File: src/rtl/dma_arb_pkg.sv
package dma_arb_pkg;

    localparam int DMA_NUM_CH  = 4;
    localparam int DMA_NUM_SRC = 8;

    // Sequencer state: either waiting at an arbitration point or owning the bus.
    typedef enum logic [0:0] {
        ST_IDLE = 1'b0,
        ST_XFER = 1'b1
    } seq_state_e;

    // Per-channel control word fields.
    typedef struct packed {
        logic en;   // channel enabled
        logic tc;   // terminal count reached
        logic stg;  // software trigger
        logic blk;  // block mode (1) or single-step (0)
    } ch_ctrl_t;

    // Isolate the lowest set bit: that is the highest-priority requester.
    function automatic logic [DMA_NUM_CH-1:0] lowest_set(input logic [DMA_NUM_CH-1:0] v);
        return v & (~v + DMA_NUM_CH'(1));
    endfunction

endpackage

File: src/rtl/dma_prio_pick.sv
module dma_prio_pick #(
    parameter int NUM_CH = 4
) (
    input  logic [NUM_CH-1:0] req,
    output logic [NUM_CH-1:0] pick
);
    // Fixed priority: lowest index wins.
    always_comb begin
        pick = '0;
        for (int i = NUM_CH - 1; i >= 0; i--) begin
            if (req[i]) begin
                pick    = '0;
                pick[i] = 1'b1;
            end
        end
    end
endmodule

File: src/rtl/dma_ch_ctrl.sv
module dma_ch_ctrl
    import dma_arb_pkg::*;
#(
    parameter int NUM_SRC = 8,
    localparam int SEL_W  = $clog2(NUM_SRC)
) (
    input  logic               clk,
    input  logic               rst,
    input  logic               wr,
    input  ch_ctrl_t           wdata,
    input  logic [SEL_W-1:0]   wsel,
    input  logic [NUM_SRC-1:0] src_rise,
    input  logic               accept,
    input  logic               last_done,
    input  logic               nmi_clr,
    output ch_ctrl_t           ctrl,
    output logic               req
);
    ch_ctrl_t         ctrl_q;
    logic [SEL_W-1:0] sel_q;
    logic             hw_pend;
    logic             hold;
    logic             hw_edge;
    logic             hw_pend_nxt;

    // A selected edge counts only while the channel may start.
    assign hw_edge = ctrl_q.en & ~ctrl_q.tc & src_rise[sel_q];

    always_comb begin
        if (nmi_clr || (wr && !wdata.en) || !ctrl_q.en) begin
            hw_pend_nxt = 1'b0;
        end else begin
            hw_pend_nxt = (hw_pend & ~accept) | hw_edge;
        end
    end

    always_ff @(posedge clk) begin
        if (rst) begin
            ctrl_q  <= '0;
            sel_q   <= '0;
            hw_pend <= 1'b0;
            hold    <= 1'b0;
        end else begin
            if (nmi_clr)      ctrl_q.en <= 1'b0;
            else if (wr)      ctrl_q.en <= wdata.en;

            if (wr)             ctrl_q.tc <= wdata.tc;
            else if (last_done) ctrl_q.tc <= 1'b1;

            if (nmi_clr)     ctrl_q.stg <= 1'b0;
            else if (wr)     ctrl_q.stg <= wdata.stg;
            else if (accept) ctrl_q.stg <= 1'b0;

            if (wr) begin
                ctrl_q.blk <= wdata.blk;
                sel_q      <= wsel;
            end

            hw_pend <= hw_pend_nxt;

            // A granted block stays owed until its final unit, surviving NMI.
            if (last_done)                hold <= 1'b0;
            else if (accept && ctrl_q.blk) hold <= 1'b1;
        end
    end

    assign ctrl = ctrl_q;
    assign req  = ctrl_q.en & ~ctrl_q.tc & (hw_pend | ctrl_q.stg | hold);

endmodule

File: src/rtl/dma_seq.sv
module dma_seq
    import dma_arb_pkg::*;
#(
    parameter int NUM_CH = 4
) (
    input  logic              clk,
    input  logic              rst,
    input  logic [NUM_CH-1:0] req,
    input  logic [NUM_CH-1:0] blk_mode,
    input  logic              xfer_done,
    input  logic              xfer_last,
    input  logic              nmi_in,
    output logic [NUM_CH-1:0] grant,
    output logic              bus_req,
    output logic              xfer_start,
    output logic [NUM_CH-1:0] accept,
    output logic [NUM_CH-1:0] last_done,
    output logic              nmi_clr,
    output logic              owner_blk,
    output logic              nmi_hit
);
    seq_state_e        state;
    logic [NUM_CH-1:0] owner;
    logic [NUM_CH-1:0] pick;
    logic              start_q;
    logic              nmi_q;
    logic              nmi_pend;
    logic              unit_end;
    logic              nmi_rise;

    dma_prio_pick #(.NUM_CH(NUM_CH)) u_pick (
        .req  (req),
        .pick (pick)
    );

    assign nmi_rise  = nmi_in & ~nmi_q;
    assign nmi_hit   = nmi_pend | nmi_rise;
    assign unit_end  = (state == ST_XFER) & xfer_done;
    assign owner_blk = |(owner & blk_mode);

    // NMI is serviced only where no unit is in flight.
    assign nmi_clr   = nmi_hit & ((state == ST_IDLE) | unit_end);
    assign accept    = (state == ST_IDLE && !nmi_hit) ? pick : '0;
    assign last_done = (unit_end && xfer_last) ? owner : '0;

    assign grant      = (state == ST_XFER) ? owner : '0;
    assign bus_req    = (state == ST_XFER);
    assign xfer_start = start_q;

    always_ff @(posedge clk) begin
        if (rst) begin
            state    <= ST_IDLE;
            owner    <= '0;
            start_q  <= 1'b0;
            nmi_q    <= 1'b0;
            nmi_pend <= 1'b0;
        end else begin
            nmi_q    <= nmi_in;
            nmi_pend <= nmi_hit & ~nmi_clr;
            case (state)
                ST_IDLE: begin
                    start_q <= 1'b0;
                    if (|accept) begin
                        owner   <= accept;
                        state   <= ST_XFER;
                        start_q <= 1'b1;
                    end
                end
                ST_XFER: begin
                    start_q <= 1'b0;
                    if (unit_end) begin
                        if (!nmi_hit && owner_blk && !xfer_last) begin
                            start_q <= 1'b1;
                        end else begin
                            state <= ST_IDLE;
                            owner <= '0;
                        end
                    end
                end
                default: state <= ST_IDLE;
            endcase
        end
    end

endmodule

File: src/rtl/dma_req_arbiter.sv
module dma_req_arbiter
    import dma_arb_pkg::*;
#(
    parameter int  NUM_CH  = DMA_NUM_CH,
    parameter int  NUM_SRC = DMA_NUM_SRC,
    localparam int SEL_W   = $clog2(NUM_SRC)
) (
    input  logic               clk,
    input  logic               rst,
    input  logic [NUM_CH-1:0]  cfg_wr,
    input  logic               cfg_en,
    input  logic               cfg_tc,
    input  logic               cfg_stg,
    input  logic               cfg_blk,
    input  logic [SEL_W-1:0]   cfg_sel,
    input  logic [NUM_SRC-1:0] periph_irq,
    input  logic               nmi_in,
    input  logic               xfer_done,
    input  logic               xfer_last,
    output logic [NUM_CH-1:0]  grant,
    output logic               bus_req,
    output logic               xfer_start,
    output logic               nmi_ack,
    output logic [NUM_CH-1:0]  ch_en,
    output logic [NUM_CH-1:0]  ch_tc,
    output logic [NUM_CH-1:0]  ch_stg
);
    ch_ctrl_t           wr_ctrl;
    ch_ctrl_t           ch_ctrl [NUM_CH];
    logic [NUM_SRC-1:0] irq_q;
    logic [NUM_SRC-1:0] src_rise;
    logic [NUM_CH-1:0]  req_vec;
    logic [NUM_CH-1:0]  blk_vec;
    logic [NUM_CH-1:0]  accept;
    logic [NUM_CH-1:0]  last_done;
    logic               nmi_clr;
    logic               owner_blk;
    logic               nmi_hit;

    assign wr_ctrl = '{en: cfg_en, tc: cfg_tc, stg: cfg_stg, blk: cfg_blk};

    // Shared edge detector for all peripheral lines.
    always_ff @(posedge clk) begin
        if (rst) irq_q <= '0;
        else     irq_q <= periph_irq;
    end
    assign src_rise = periph_irq & ~irq_q;

    for (genvar c = 0; c < NUM_CH; c++) begin : g_ch
        dma_ch_ctrl #(.NUM_SRC(NUM_SRC)) u_ch (
            .clk       (clk),
            .rst       (rst),
            .wr        (cfg_wr[c]),
            .wdata     (wr_ctrl),
            .wsel      (cfg_sel),
            .src_rise  (src_rise),
            .accept    (accept[c]),
            .last_done (last_done[c]),
            .nmi_clr   (nmi_clr),
            .ctrl      (ch_ctrl[c]),
            .req       (req_vec[c])
        );
        assign ch_en[c]   = ch_ctrl[c].en;
        assign ch_tc[c]   = ch_ctrl[c].tc;
        assign ch_stg[c]  = ch_ctrl[c].stg;
        assign blk_vec[c] = ch_ctrl[c].blk;
    end

    dma_seq #(.NUM_CH(NUM_CH)) u_seq (
        .clk        (clk),
        .rst        (rst),
        .req        (req_vec),
        .blk_mode   (blk_vec),
        .xfer_done  (xfer_done),
        .xfer_last  (xfer_last),
        .nmi_in     (nmi_in),
        .grant      (grant),
        .bus_req    (bus_req),
        .xfer_start (xfer_start),
        .accept     (accept),
        .last_done  (last_done),
        .nmi_clr    (nmi_clr),
        .owner_blk  (owner_blk),
        .nmi_hit    (nmi_hit)
    );

    assign nmi_ack = nmi_clr;

endmodule

File: config.mk
export PLATFORM = sky130hd
export DESIGN_NAME = dma_req_arbiter
export DESIGN_NICKNAME = d
export VERILOG_FILES = /design/src/rtl/dma_arb_pkg.sv /design/src/rtl/dma_prio_pick.sv /design/src/rtl/dma_ch_ctrl.sv /design/src/rtl/dma_seq.sv /design/src/rtl/dma_req_arbiter.sv
export SDC_FILE = /design/constraint.sdc
export NUM_CORES = 1
export LEC_CHECK = 0
export ABC_CLOCK_PERIOD_IN_PS = 1770
export BUFFER_PORTS_ARGS = -buffer_cell sky130_fd_sc_hd__buf_4
export CAP_MARGIN = 10
export CORE_AREA = 5 5 69 86
export DETAILED_ROUTE_END_ITERATION = 6
export DIE_AREA = 0 0 74 91
export PLACE_DENSITY = 0.78
export SLEW_MARGIN = 15
export SYNTH_ARGS = -nofsm -noshare
export SYNTH_HDL_FRONTEND = slang
export SYNTH_SLANG_ARGS = --single-unit
File: constraint.sdc
create_clock -name clk -period 1.77 [get_ports clk]
set_input_delay 0.354 -clock clk [delete_from_list [all_inputs] [get_ports clk]]
set_output_delay 0.354 -clock clk [all_outputs]
set_load 0.02 [all_outputs]
## After elaboration in Yosys (flattened, before gate mapping)

Cells that the tools add are included.

- Reduce and logical (&&, ||, !) cells: 47
- Bitwise gates (word level): 48
- Muxes and demuxes: 41
- $lt $le $gt $ge: 4
- Eq/ne operators: 3

Operator list:

| kind | number |
|---|---|
| 4-bit 2-to-1 mux | 10 |
| 1-bit 2-to-1 mux | 24 |
| 1-bit bitwise AND | 20 |
| 2-bit OR reduction | 9 |
| 3-bit by 4-bit < comparator with 1-bit output, second input constant | 4 |
| 2-bit nonzero test | 8 |
| 1-bit OR | 14 |
| 1-bit binary-select mux with 3-bit select | 4 |
| 1-bit logical AND | 12 |
| 1-bit NOT | 11 |
| 8-bit bitwise AND | 1 |
| 1-bit logical OR | 8 |
| 8-bit NOT | 1 |
| 4-bit one-hot mux with 2 select lines | 1 |
| 4-bit OR reduction | 2 |
| 1-bit logical NOT | 7 |
| 2-bit != test, second input constant | 3 |
| 4-bit bitwise AND | 1 |
| 1-bit one-hot mux with 2 select lines | 2 |
| 3-bit AND reduction | 1 |

- Logic and storage cells: 177
- Bits in registers: 52
- Output and inout bits: 19
- Bits of input ports: 24

## Longest topological paths before layout

Gate-level depths: netlist (run 1).

- Word-level depth: 11
- Mapped depth: 5
- Depth with buffers taken out: 4

## Cells and area by module

From an unflattened synthesis (run 1), not the netlist that was laid out.

- Cells, all modules: 235
- Area total of the unflattened synthesis: 2,333.5 sq um

By module, submodules not included:

| module | cells an instance | area an instance (sq um) | times used |
|---|---|---|---|
| dma_ch_ctrl | 40 | 405.4 | 4 |
| dma_seq | 47 | 412.9 | 1 |
| dma_req_arbiter | 24 | 260.2 | 1 |
| dma_prio_pick | 4 | 38.8 | 1 |

## Worst setup path after synthesis (run 1)

Ideal clock, no wire load.

- Path kind: register to register
- From: reg g_ch[0].u_ch.ctrl_q (netlist bit g_ch[0].u_ch.ctrl[1])
- To: reg g_ch[3].u_ch.ctrl_q (netlist bit g_ch[3].u_ch.ctrl[1])
- Buffers on the path: 0
- Path slack: 0.046 ns
- Data arrival time: 1.596 ns
- Stages on the path, launching flop included: 5
- Data required time: 1.642 ns
- Cell sequence: dfxtp_1 or3_4 a2111oi_4 and3b_1 o22ai_1

- Cells in the longest elaborated chain, start to end: 6

Ends and longest elaborated chain:

| what | RTL line | source |
|---|---|---|
| start: declaration | dma_ch_ctrl.sv:19 | `ch_ctrl_t ctrl_q;` |
| 1-bit OR (2 in a row) | dma_ch_ctrl.sv:68 | `assign req = ctrl_q.en & ~ctrl_q.tc & (hw_pend \| ctrl_q.stg \| hold);` |
| 1-bit bitwise AND | dma_ch_ctrl.sv:68 |  |
| 4-bit 2-to-1 mux | dma_prio_pick.sv:11 | `if (req[i]) begin` |
| 4-bit 2-to-1 mux | dma_seq.sv:43 | `assign accept = (state == ST_IDLE && !nmi_hit) ? pick : '0;` |
| 2-bit nonzero test (no source line) | n/a |  |
| end: declaration | dma_ch_ctrl.sv:19 |  |

Every way passes these cells.
A chain may end at the register's enable or synchronous reset.

## Worst setup path in the final report (run 1)

- From: reg u_seq.nmi_q
- To: out nmi_ack

- Cells in the longest elaborated chain, start to end: 4

Ends and longest elaborated chain:

| what | RTL line | source |
|---|---|---|
| start: declaration | dma_seq.sv:26 | `logic nmi_q;` |
| start signal: assignment | dma_seq.sv:58 | `nmi_q <= nmi_in;` |
| 1-bit NOT | dma_seq.sv:36 | `assign nmi_rise = nmi_in & ~nmi_q;` |
| 1-bit bitwise AND | dma_seq.sv:36 |  |
| 1-bit OR | dma_seq.sv:37 | `assign nmi_hit = nmi_pend \| nmi_rise;` |
| 1-bit bitwise AND | dma_seq.sv:42 | `assign nmi_clr = nmi_hit & ((state == ST_IDLE) \| unit_end);` |
| end: declaration | dma_req_arbiter.sv:23 | `output logic nmi_ack,` |

Every way passes these cells.

==> metrics.txt, run 1 <==
top post-synthesis cells by count dfxtp_1 (52), nor2_1 (28), mux2i_1 (21), nor2b_1 (21); Routed WL 5810 um; most frequent CP cell buf_4; # setup viols final 0; Syn-to-layout area delta 23.0%; max_slew headroom 0.660; Final period util 0.954; Clock Skew 0.00861 ns; number of global-route vias before repair 2,006; worst flop-to-flop path startpoint g_ch[0].u_ch.hold; prevailing post-synth register cell dfxtp_1; CP max-delay cell dfxtp_1; IO Pins 43; Core Util, Final 0.590; Worst Hold Class primary input to flip-flop; critical path cell sequence nor2b_4 > o21a_1 > buf_4 > buf_4; unrepaired setup endpoints after global routing no; Clk Latency, worst-skew pair 0.31 ns; fraction of layout cells with a size suffix above 1 0.249; Area contributors post-synth dfxtp_1 (43%), mux2i_1 (8.7%), nor2b_1 (5.4%), mux4_2 (4.7%), nor2_1 (4.3%); CTS sink cnt 52; Initial Util 0.480; Crit. path cell count 4; cell leakage power 1.23 nW; Residual DRC 0; WHS 0.265 ns; DP Area 0.00286 mm2; peak supply drop 0.521 mV; port bufs 42; Crit path max-delay family flip-flops; Syn Inst Count 258; FF-to-FF End u_seq.owner[1]; mux contribution to synthesized area 0.133; first-pass GRT wire length 9590 um; simple-gate share of the synthesized area 0.241; Synth Cell Area 0.00242 mm2; # hold bufs at CTS 0; Worst setup SP type flip-flop; Synth Area in Adders 0; row count 29; largest area contributor in the netlist dfxtp_1; reg2reg path depth 4; H-tree depth 2; Crit. End Element output port; Antenna Cells 0; Hold Fails Final Rpt 0; Synth Register Bits 52; fin nets 332; Mean Syn Cell Area 9.38 um2; initial antenna violation count 0; fin cells 371; status complete, no violations; post-synthesis compound-gate area fraction 0.154; Reg clk slew, reported paths 0.09 ns; FMAX 592 MHz; drt first pass iters 4; clock root buffer clkbuf_8; gr usage total 0.182; Slew Limit Fails 0; WL per Instance 15.7 um; Max Buffers Root-to-Sink 2; initial drt markers 122; sequential-to-total area share from yosys stat 0.430; Least-Margin Pin Slew 0.506 ns; CTS buffer count 5; Buf+Inv Stages, Crit Path 2; CP max FO 5; remaining global-route overflow 0; post-DP HPWL 4480 um; max_cap viols 0; Placeable Area 0.00504 mm2; XOR/XNOR share of the synthesized area 0; ANT nets after route 0; count leader, synth dfxtp_1; Cell variety after synth 45; Setup Crit Path Kind flip-flop to output port; vias post-DR 2,081; CP required 1.42 ns; share of the synthesized area in the top cell type 0.430; CTS tree done; Placed Cells 363; Worst EP arrival 1.34 ns; Die Height 91 um; largest net degree at the start of global routing 31; Ys Warns 0; die width 74 um; Mapped Nets 282; R2R Setup Slk 0.11 ns; Synth async-reset ratio 0; Vias/cell 5.61; Setup crit end nmi_ack; Post-synth EDFFs 0; gpl congestion 0.893; fin crit period 1.69 ns; Pwr Density 774 mW/mm2; largest stage delay on the critical path 0.34 ns; largest family of logic cells by synthesized area simple AND/OR/NAND/NOR gates; DIE AREA 0.00673 mm2; Critical path origin u_seq.nmi_q; design area 0.00298 mm2
==> cell families after synthesis <==
| kind of cell | count (synthesis) |
|---|---|
| DFF | 52 |
| buffers and inverters | 27 |
| and+or+nand+nor | 107 |
| AOI/OAI and AO/OA | 46 |
| muxes | 26 |
==> area by class of cell <==
class | count | area [um2]
Fill cell | 462 | 2070
Multi-Input combinational cell | 179 | 1300
Sequential cell | 52 | 1040
Timing Repair Buffer | 54 | 405
Clock buffer | 8 | 90.1
Tap cell | 62 | 77.6
Inverter | 16 | 60.1
==> routing by layer <==
layer | GRT usage | routed length (um) | vias to the layer above
met5 | 0 | 0 | -
met4 | 0.0619 | 133 | 0
met3 | 0.0409 | 344 | 13
met2 | 0.313 | 2980 | 66
met1 | 0.219 | 2350 | 973
li1 | - | - | 1029
==> flip-flops by register name, summed over array words and instances (netlist names), 4 cells and up <==
| signal | cells |
|---|---|
| g_ch.u_ch.ctrl | 16 |
| g_ch.u_ch.hold | 4 |
| g_ch.u_ch.hw_pend | 4 |
| g_ch.u_ch.sel_q | 12 |
| irq_q | 8 |
| u_seq.owner | 4 |
==> timing repair <==
action,CTS,global route
pin swaps,0,1
endpoints found under the setup margin,1,7
gates resized for setup,1,4
buffers inserted,0,0
==> power by group <==
group | internal [mW] | switching, mW | total, mW
clock | 0.320 | 0.376 | 0.696
sequential | 1.22 | 0.0459 | 1.26
combinational | 0.172 | 0.172 | 0.344
total | 1.71 | 0.594 | 2.30
==> worst min-delay path by stage <==
stage	startpoint	endpoint	slack (ns)	cells after the start
6_report	periph_irq[5]	irq_q[5]	0.27	2
4_1_cts	periph_irq[6]	irq_q[6]	0.26	2
5_1_grt	periph_irq[7]	irq_q[7]	0.25	2
3_5_place_dp	g_ch[3].u_ch.hold	g_ch[3].u_ch.hold	0.44	2
2_1_floorplan	g_ch[3].u_ch.hold	g_ch[3].u_ch.hold	0.43	2
3_3_place_gp	g_ch[3].u_ch.hold	g_ch[3].u_ch.hold	0.44	2
==> metrics by stage <==
stage / power, mW / setup WS (ns) / TNS [ns]
finish: 2.30 / 0.0806 / 0
floorplan: 1.49 / 0.0460 / 0
detailed placement: 1.63 / -0.0118 / -0.0118
global route: 2.42 / 0.00958 / 0
global placement: 1.62 / 0.0319 / 0
CTS: 2.32 / 0.0161 / 0
==> layout by cell type (no fill, tap or decap), drive strengths merged, types with 3 or more instances in the layout <==
master	count
inv	16
nor2	28
o32ai	5
nor3	17
mux4	5
o21ai	5
or3	3
nand3	4
nor2b	21
nand2	9
a21oi	6
mux2i	21
and2	8
a311o	3
a2111oi	4
clkbuf	8
nor3b	4
dfxtp	52
buf	54
No activity file was read; power rests on OpenSTA's default activity.
==> run 2, diff against run 1 <==
--- a/config.mk
+++ b/config.mk
@@ -5,13 +5,14 @@
 export SDC_FILE = /design/constraint.sdc
 export NUM_CORES = 1
 export LEC_CHECK = 0
+export ABC_AREA = 1
 export ABC_CLOCK_PERIOD_IN_PS = 1770
 export BUFFER_PORTS_ARGS = -buffer_cell sky130_fd_sc_hd__buf_4
 export CAP_MARGIN = 10
 export CORE_AREA = 5 5 69 86
 export DETAILED_ROUTE_END_ITERATION = 6
 export DIE_AREA = 0 0 74 91
-export PLACE_DENSITY = 0.78
+export PLACE_DENSITY = 0.76
 export SLEW_MARGIN = 15
 export SYNTH_ARGS = -nofsm -noshare
 export SYNTH_HDL_FRONTEND = slang
==> run 2 against run 1 <==
  * Clock skew barely moved
  * Global-route usage rose by 1.2 points
  * Count of clock-buffer cells in the layout fell by 2
  * Via count rose by 9.9%
  * Sequential share of layout area rose by 1.3 points
  * Critical path type unchanged
  * Highest routed layer unchanged
==> metrics.txt, run 2 <==
Layout fillers 504 (+9.1%); # hold bufs at CTS 0 (unchanged); unrepaired setup endpoints after global routing no; sequential-to-total area share from yosys stat 0.441 (+0.0105); worst hold path cell count 2 (unchanged); die width 74 um (unchanged); cell leakage power 1.32 nW (+7.7%); Worst Hold Class primary input to flip-flop; CP required 1.42 ns (about the same); Post-Place Setup Slack 0.271 ns (+0.282 ns); max reg flops 16 (unchanged); most frequent cells in the layout nor2_1 (75), nand2_1 (58), dfxtp_1 (52); prevailing post-synth register cell dfxtp_1; largest net degree at the start of global routing 17 (-45%); max_cap viols 0 (unchanged); Synth Cell Area 0.00236 mm2 (-2.4%); largest area contributor in the netlist dfxtp_1; peak supply drop 0.505 mV (-3.0%); Least-Margin Pin Slew 0.346 ns (-0.161 ns); Synth Register Bits 52 (unchanged); Antenna Cells 0 (unchanged); Clk Latency, worst-skew pair 0.31 ns (about the same); status complete, no violations; Residual DRC 0 (unchanged); Hold Path Sink u_seq.nmi_pend; gr usage total 0.194 (+0.0122); Die Height 91 um (unchanged); top post-synthesis cells by count nor2_1 (75), nand2_1 (58), dfxtp_1 (52); initial drt markers 125 (+2.5%); CTS buffer count 5 (unchanged); hold wc startpoint xfer_done; Initial Util 0.468 (-0.0114); Worst setup SP type flip-flop; Mapped Nets 370 (+31%); # setup viols final 0 (unchanged); drt first pass iters 4 (unchanged); WHS 0.234 ns (-0.0315 ns); max_slew headroom 0.764 (+0.104); Post-synth EDFFs 0 (unchanged); number of global-route vias before repair 2,245 (+12%); Synth async-reset ratio 0 (unchanged); port bufs 42 (unchanged); FF-to-FF End u_seq.owner[1]; WL per Instance 13.6 um (-13%); Placeable Area 0.00504 mm2 (unchanged); H-tree depth 2 (unchanged); commonest non-fill, non-tap cell in the layout nor2_1; post-DP HPWL 4830 um (+7.9%); clock root buffer clkbuf_8; IO Pins 43 (unchanged); Area contributors post-synth dfxtp_1 (44%), nor2_1 (12%), nand2_1 (9.2%), o21ai_0 (7.6%), inv_1 (7.0%); Pwr Density 879 mW/mm2 (+13%); share of the synthesized area in the top cell type 0.441 (+0.0105); Crit. End Element output port; remaining global-route overflow 0 (unchanged); Final period util 0.876 (-0.0783); Reg clk slew, reported paths 0.09 ns (about the same); row count 29 (unchanged); Setup Crit Path Kind flip-flop to output port; CP max FO 3 (-2); FMAX 645 MHz (+8.9%); Routed WL 6170 um (+6.3%); ANT nets after route 0 (unchanged); Max Buffers Root-to-Sink 2 (unchanged); fin nets 414 (+25%); first-pass GRT wire length 10,300 um (+7.4%); final setup margin 0.219 ns (+0.139 ns); Vias/cell 5.05 (-10%); post_cts resized 0 (-1); fraction of layout cells with a size suffix above 1 0.171 (-0.0778); worst flop-to-flop path startpoint g_ch[1].u_ch.ctrl[3]; Clock Skew 0.00886 ns (+0.000253 ns); R2R Setup Slk 0.24 ns (+0.13 ns); Post-CTS Repair Setup Buffers 0 (unchanged); initial antenna violation count 0 (unchanged); fin crit period 1.55 ns (-0.139 ns); vias post-DR 2,286 (+9.9%); CTS sink cnt 52 (unchanged); Slew Limit Fails 0 (unchanged); DIE AREA 0.00673 mm2 (unchanged); Ys Warns 0 (unchanged); Syn Inst Count 346 (+34%); Syn-to-layout area delta 21.4%; Cell variety after synth 27 (-40%); CTS tree done; gpl congestion 0.845 (-5.4%); Hold Fails Final Rpt 0 (unchanged); setup TNS 0 ns (unchanged); count leader, synth nor2_1; Worst EP arrival 1.20 ns (-0.14 ns); Mean Syn Cell Area 6.83 um2 (-27%); reg2reg path depth 10 (+6)
run 2: cell types whose count changed in the layout (fill, tap and decap cells not counted), sizes merged, moves of 8 or more:
cell   before  now
inv        16   47
o21ai       5   41
a21oi       6   31
and2        8    0
mux2i      21    0
nor2       28   77
nor3       17    0
buf        54   45
nor2b      21    0
nand3       4   16
nand2       9   59
run 2: cell families after synthesis:
group / after synthesis / share of synthesized area
compound gates: 79 / 0.184
buf+inv: 55 / 0.0879
flops: 52 / 0.441
simple gates: 160 / 0.287
run 2: metal layers:
layer,track usage,vias to the layer above,share of wire
met3,0.0343,11,0.040
li1,-,1195,-
met2,0.357,48,0.54
met5,0,-,0
met1,0.208,1032,0.40
met4,0.0891,0,0.025
run 2: cell type report:
| class | instances | area, um2 | area share |
|---|---|---|---|
| multi-input cells | 239 | 1110 | 0.388 |
| inverters | 47 | 176 | 0.0615 |
| repair buffers | 45 | 338 | 0.118 |
| well taps | 62 | 77.6 | 0.0271 |
| clock inverters | 2 | 38.8 | 0.0135 |
| clock buffers | 6 | 82.6 | 0.0288 |
| flip-flops and latches | 52 | 1040 | 0.363 |
run 2: stage by stage:
step                      instances  utilization  area [um2]  total power [mW]
after floorplan                 346            -        2360              1.52
after global placement          445        0.545        2750              1.67
after detailed placement        445        0.545        2750              1.68
after CTS                       453        0.569        2870              2.54
after global routing            453        0.569        2870              2.64
final                           453        0.569        2870              2.52
run 2: worst max-delay path, stage by stage (launching register included):
cell and delay [ns]:
dfxtp_1 0.31, inv_1 0.04, nand2_1 0.08, nand2_1 0.10
o21ai_2 0.06, inv_2 0.13, buf_4 0.16
run 2: how the worst max path moves through the flow:
stage | from | to | slack [ns] | cells after the start
after global routing | g_ch[1].u_ch.ctrl[3] | u_seq.owner[1] | 0.07 | 10
after global placement | nmi_in | u_seq.owner[0] | 0.31 | 9
final | u_seq.nmi_q | nmi_ack | 0.22 | 6
after CTS | u_seq.nmi_q | nmi_ack | 0.21 | 6
after detailed placement | nmi_in | u_seq.owner[2] | 0.27 | 9
after floorplan | u_seq.bus_req | g_ch[1].u_ch.hw_pend | 0.34 | 7
run 2: report_power, final:
| part | internal (mW) | switching [mW] | leakage (nW) |
|---|---|---|---|
| sequential | 1.23 | 0.0478 | 0.428 |
| clock | 0.463 | 0.407 | 0.0614 |
| combinational | 0.146 | 0.225 | 0.835 |
==> run 3, diff against run 2 <==
--- a/config.mk
+++ b/config.mk
@@ -5,14 +5,13 @@
 export SDC_FILE = /design/constraint.sdc
 export NUM_CORES = 1
 export LEC_CHECK = 0
-export ABC_AREA = 1
 export ABC_CLOCK_PERIOD_IN_PS = 1770
 export BUFFER_PORTS_ARGS = -buffer_cell sky130_fd_sc_hd__buf_4
 export CAP_MARGIN = 10
 export CORE_AREA = 5 5 69 86
 export DETAILED_ROUTE_END_ITERATION = 6
 export DIE_AREA = 0 0 74 91
-export PLACE_DENSITY = 0.76
+export PLACE_DENSITY = 0.75
 export SLEW_MARGIN = 15
 export SYNTH_ARGS = -nofsm -noshare
 export SYNTH_HDL_FRONTEND = slang
==> run 3 against run 2 <==
  * Sequential power hardly changed
  * Maximum frequency is 12% lower
  * Count of clock-buffer cells in the layout is 2 higher
  * Global-route usage is 1.0 points lower
  * Cell area is 3.8% higher
  * Sequential share of layout area is 1.3 points lower
==> metrics.txt, run 3 (synthesis gave the netlist of run 1 again) <==
Placeable Area 0.00504 mm2 (unchanged); status complete, no violations; Vias/cell 5.68 (+13%); fin nets 332 (-20%); critical path cell sequence or3_4 > and2_1 > o31a_1 > o41ai_2; Buf+Inv Stages, Crit Path 0 (-3); peak supply drop 0.411 mV (-19%); ANT nets after route 0 (unchanged); DP Area 0.00286 mm2 (+4.2%); max_cap viols 0 (unchanged); first-pass GRT wire length 9720 um (-5.7%); CTS sink cnt 52 (unchanged); Syn-to-layout area delta 23.0%; fin crit period 1.76 ns (+0.204 ns); Slew Limit Fails 0 (unchanged); gr usage total 0.184 (-0.0102); initial drt markers 107 (-14%); FMAX 570 MHz (-12%); Pwr Density 781 mW/mm2 (-11%); Worst setup SP type flip-flop; die width 74 um (unchanged); number of global-route vias before repair 2,019 (-10%); largest stage delay on the critical path 0.39 ns (+0.08 ns); # setup viols final 0 (unchanged); hold wc startpoint nmi_in; Hold Fails Final Rpt 0 (unchanged); Layout fillers 476 (-5.6%); IO Pins 43 (unchanged); Crit path max-delay family compound AO/OA/AOI/OAI gates; Routed WL 6100 um (-1.3%); post-DP HPWL 4630 um (-4.1%); WHS 0.260 ns (+0.0263 ns); Crit. End Element flip-flop; setup TNS 0 ns (unchanged); max reg flops 16 (unchanged); Worst Hold Class primary input to flip-flop; max_slew headroom 0.724 (-0.0401); worst flop-to-flop path startpoint g_ch[0].u_ch.ctrl[1]; CP max FO 4 (+1); Setup Crit Path Kind flip-flop to flip-flop; remaining global-route overflow 0 (unchanged); fraction of layout cells with a size suffix above 1 0.249 (+0.0778); Critical path origin g_ch[0].u_ch.ctrl[1]; Max Buffers Root-to-Sink 2 (unchanged); Final period util 0.992 (+0.116); port bufs 42 (unchanged); WL per Instance 16.4 um (+21%); drt first pass iters 4 (unchanged); Antenna Cells 0 (unchanged); DIE AREA 0.00673 mm2 (unchanged); H-tree depth 2 (unchanged); row count 29 (unchanged); Worst EP arrival 1.96 ns (+0.76 ns); Initial Util 0.480 (+0.0114); Clk Latency, worst-skew pair 0.31 ns (about the same); Residual DRC 0 (unchanged); clock root buffer clkbuf_8; gpl congestion 0.838 (-0.83%); design area 0.00298 mm2 (+3.8%); vias post-DR 2,108 (-7.8%); most frequent cells in the layout buf_4 (54), dfxtp_1 (52), nor2_1 (28); Overall Power 2.33 mW (-7.7%); Clock Skew 0.0106 ns (+0.00175 ns); cell leakage power 1.23 nW (-7.2%); Least-Margin Pin Slew 0.404 ns (+0.0586 ns); largest net degree at the start of global routing 26 (+9); CP required 1.97 ns (+0.55 ns); CTS tree done; CTS buffer count 5 (unchanged); commonest non-fill, non-tap cell in the layout buf_4; Die Height 91 um (unchanged); initial antenna violation count 0 (unchanged); CP max-delay cell or3_4; Reg clk slew, reported paths 0.10 ns (about the same)
## run 3: layer usage
metal / global-route usage / vias to the layer above / wire, um
met5: 0 / - / 0
met4: 0.0816 / 0 / 172
met3: 0.0376 / 17 / 286
met2: 0.322 / 60 / 3170
met1: 0.210 / 1000 / 2460
li1: - / 1031 / -
## run 3: final cells by class
class	count	area, um2	share of cell area
inverter	16	60.1	0.0202
sequential	52	1040	0.350
clock buffer	8	90.1	0.0303
timing repair buffer	54	405	0.136
multi-input combinational	179	1300	0.437
tap	62	77.6	0.0261
## run 3: power by group
| group | internal (mW) | switching [mW] | total, mW |
|---|---|---|---|
| registers | 1.22 | 0.0467 | 1.27 |
| logic | 0.173 | 0.175 | 0.348 |
| clock network | 0.320 | 0.392 | 0.712 |
| total | 1.71 | 0.613 | 2.33 |
## run 3: timing repair
item / 4_1_cts / 5_1_grt
hold buffers: 0 / 0
buffers inserted: 0 / 0
cloned: 0 / 0
gates resized for setup: 1 / 4
setup endpoints to repair: 1 / 5
## run 3: per-stage QoR
step,utilization,std cells,setup WS (ns)
CTS,0.586,371,0.0270
finish,0.590,371,0.0149
global route,0.590,371,-0.0410
detailed placement,0.567,363,0.0362
global placement,0.567,363,0.0606
floorplan,-,258,0.0460
## run 3: final timing paths
kind	end	slack [ns]	cells past startpoint
worst min-delay path	u_seq.nmi_q	0.26	2
worst max-delay path	u_seq.owner[1]	0.01	4
worst min register to register	g_ch[3].u_ch.hold	0.45	2
worst max register to register	u_seq.owner[1]	0.01	4
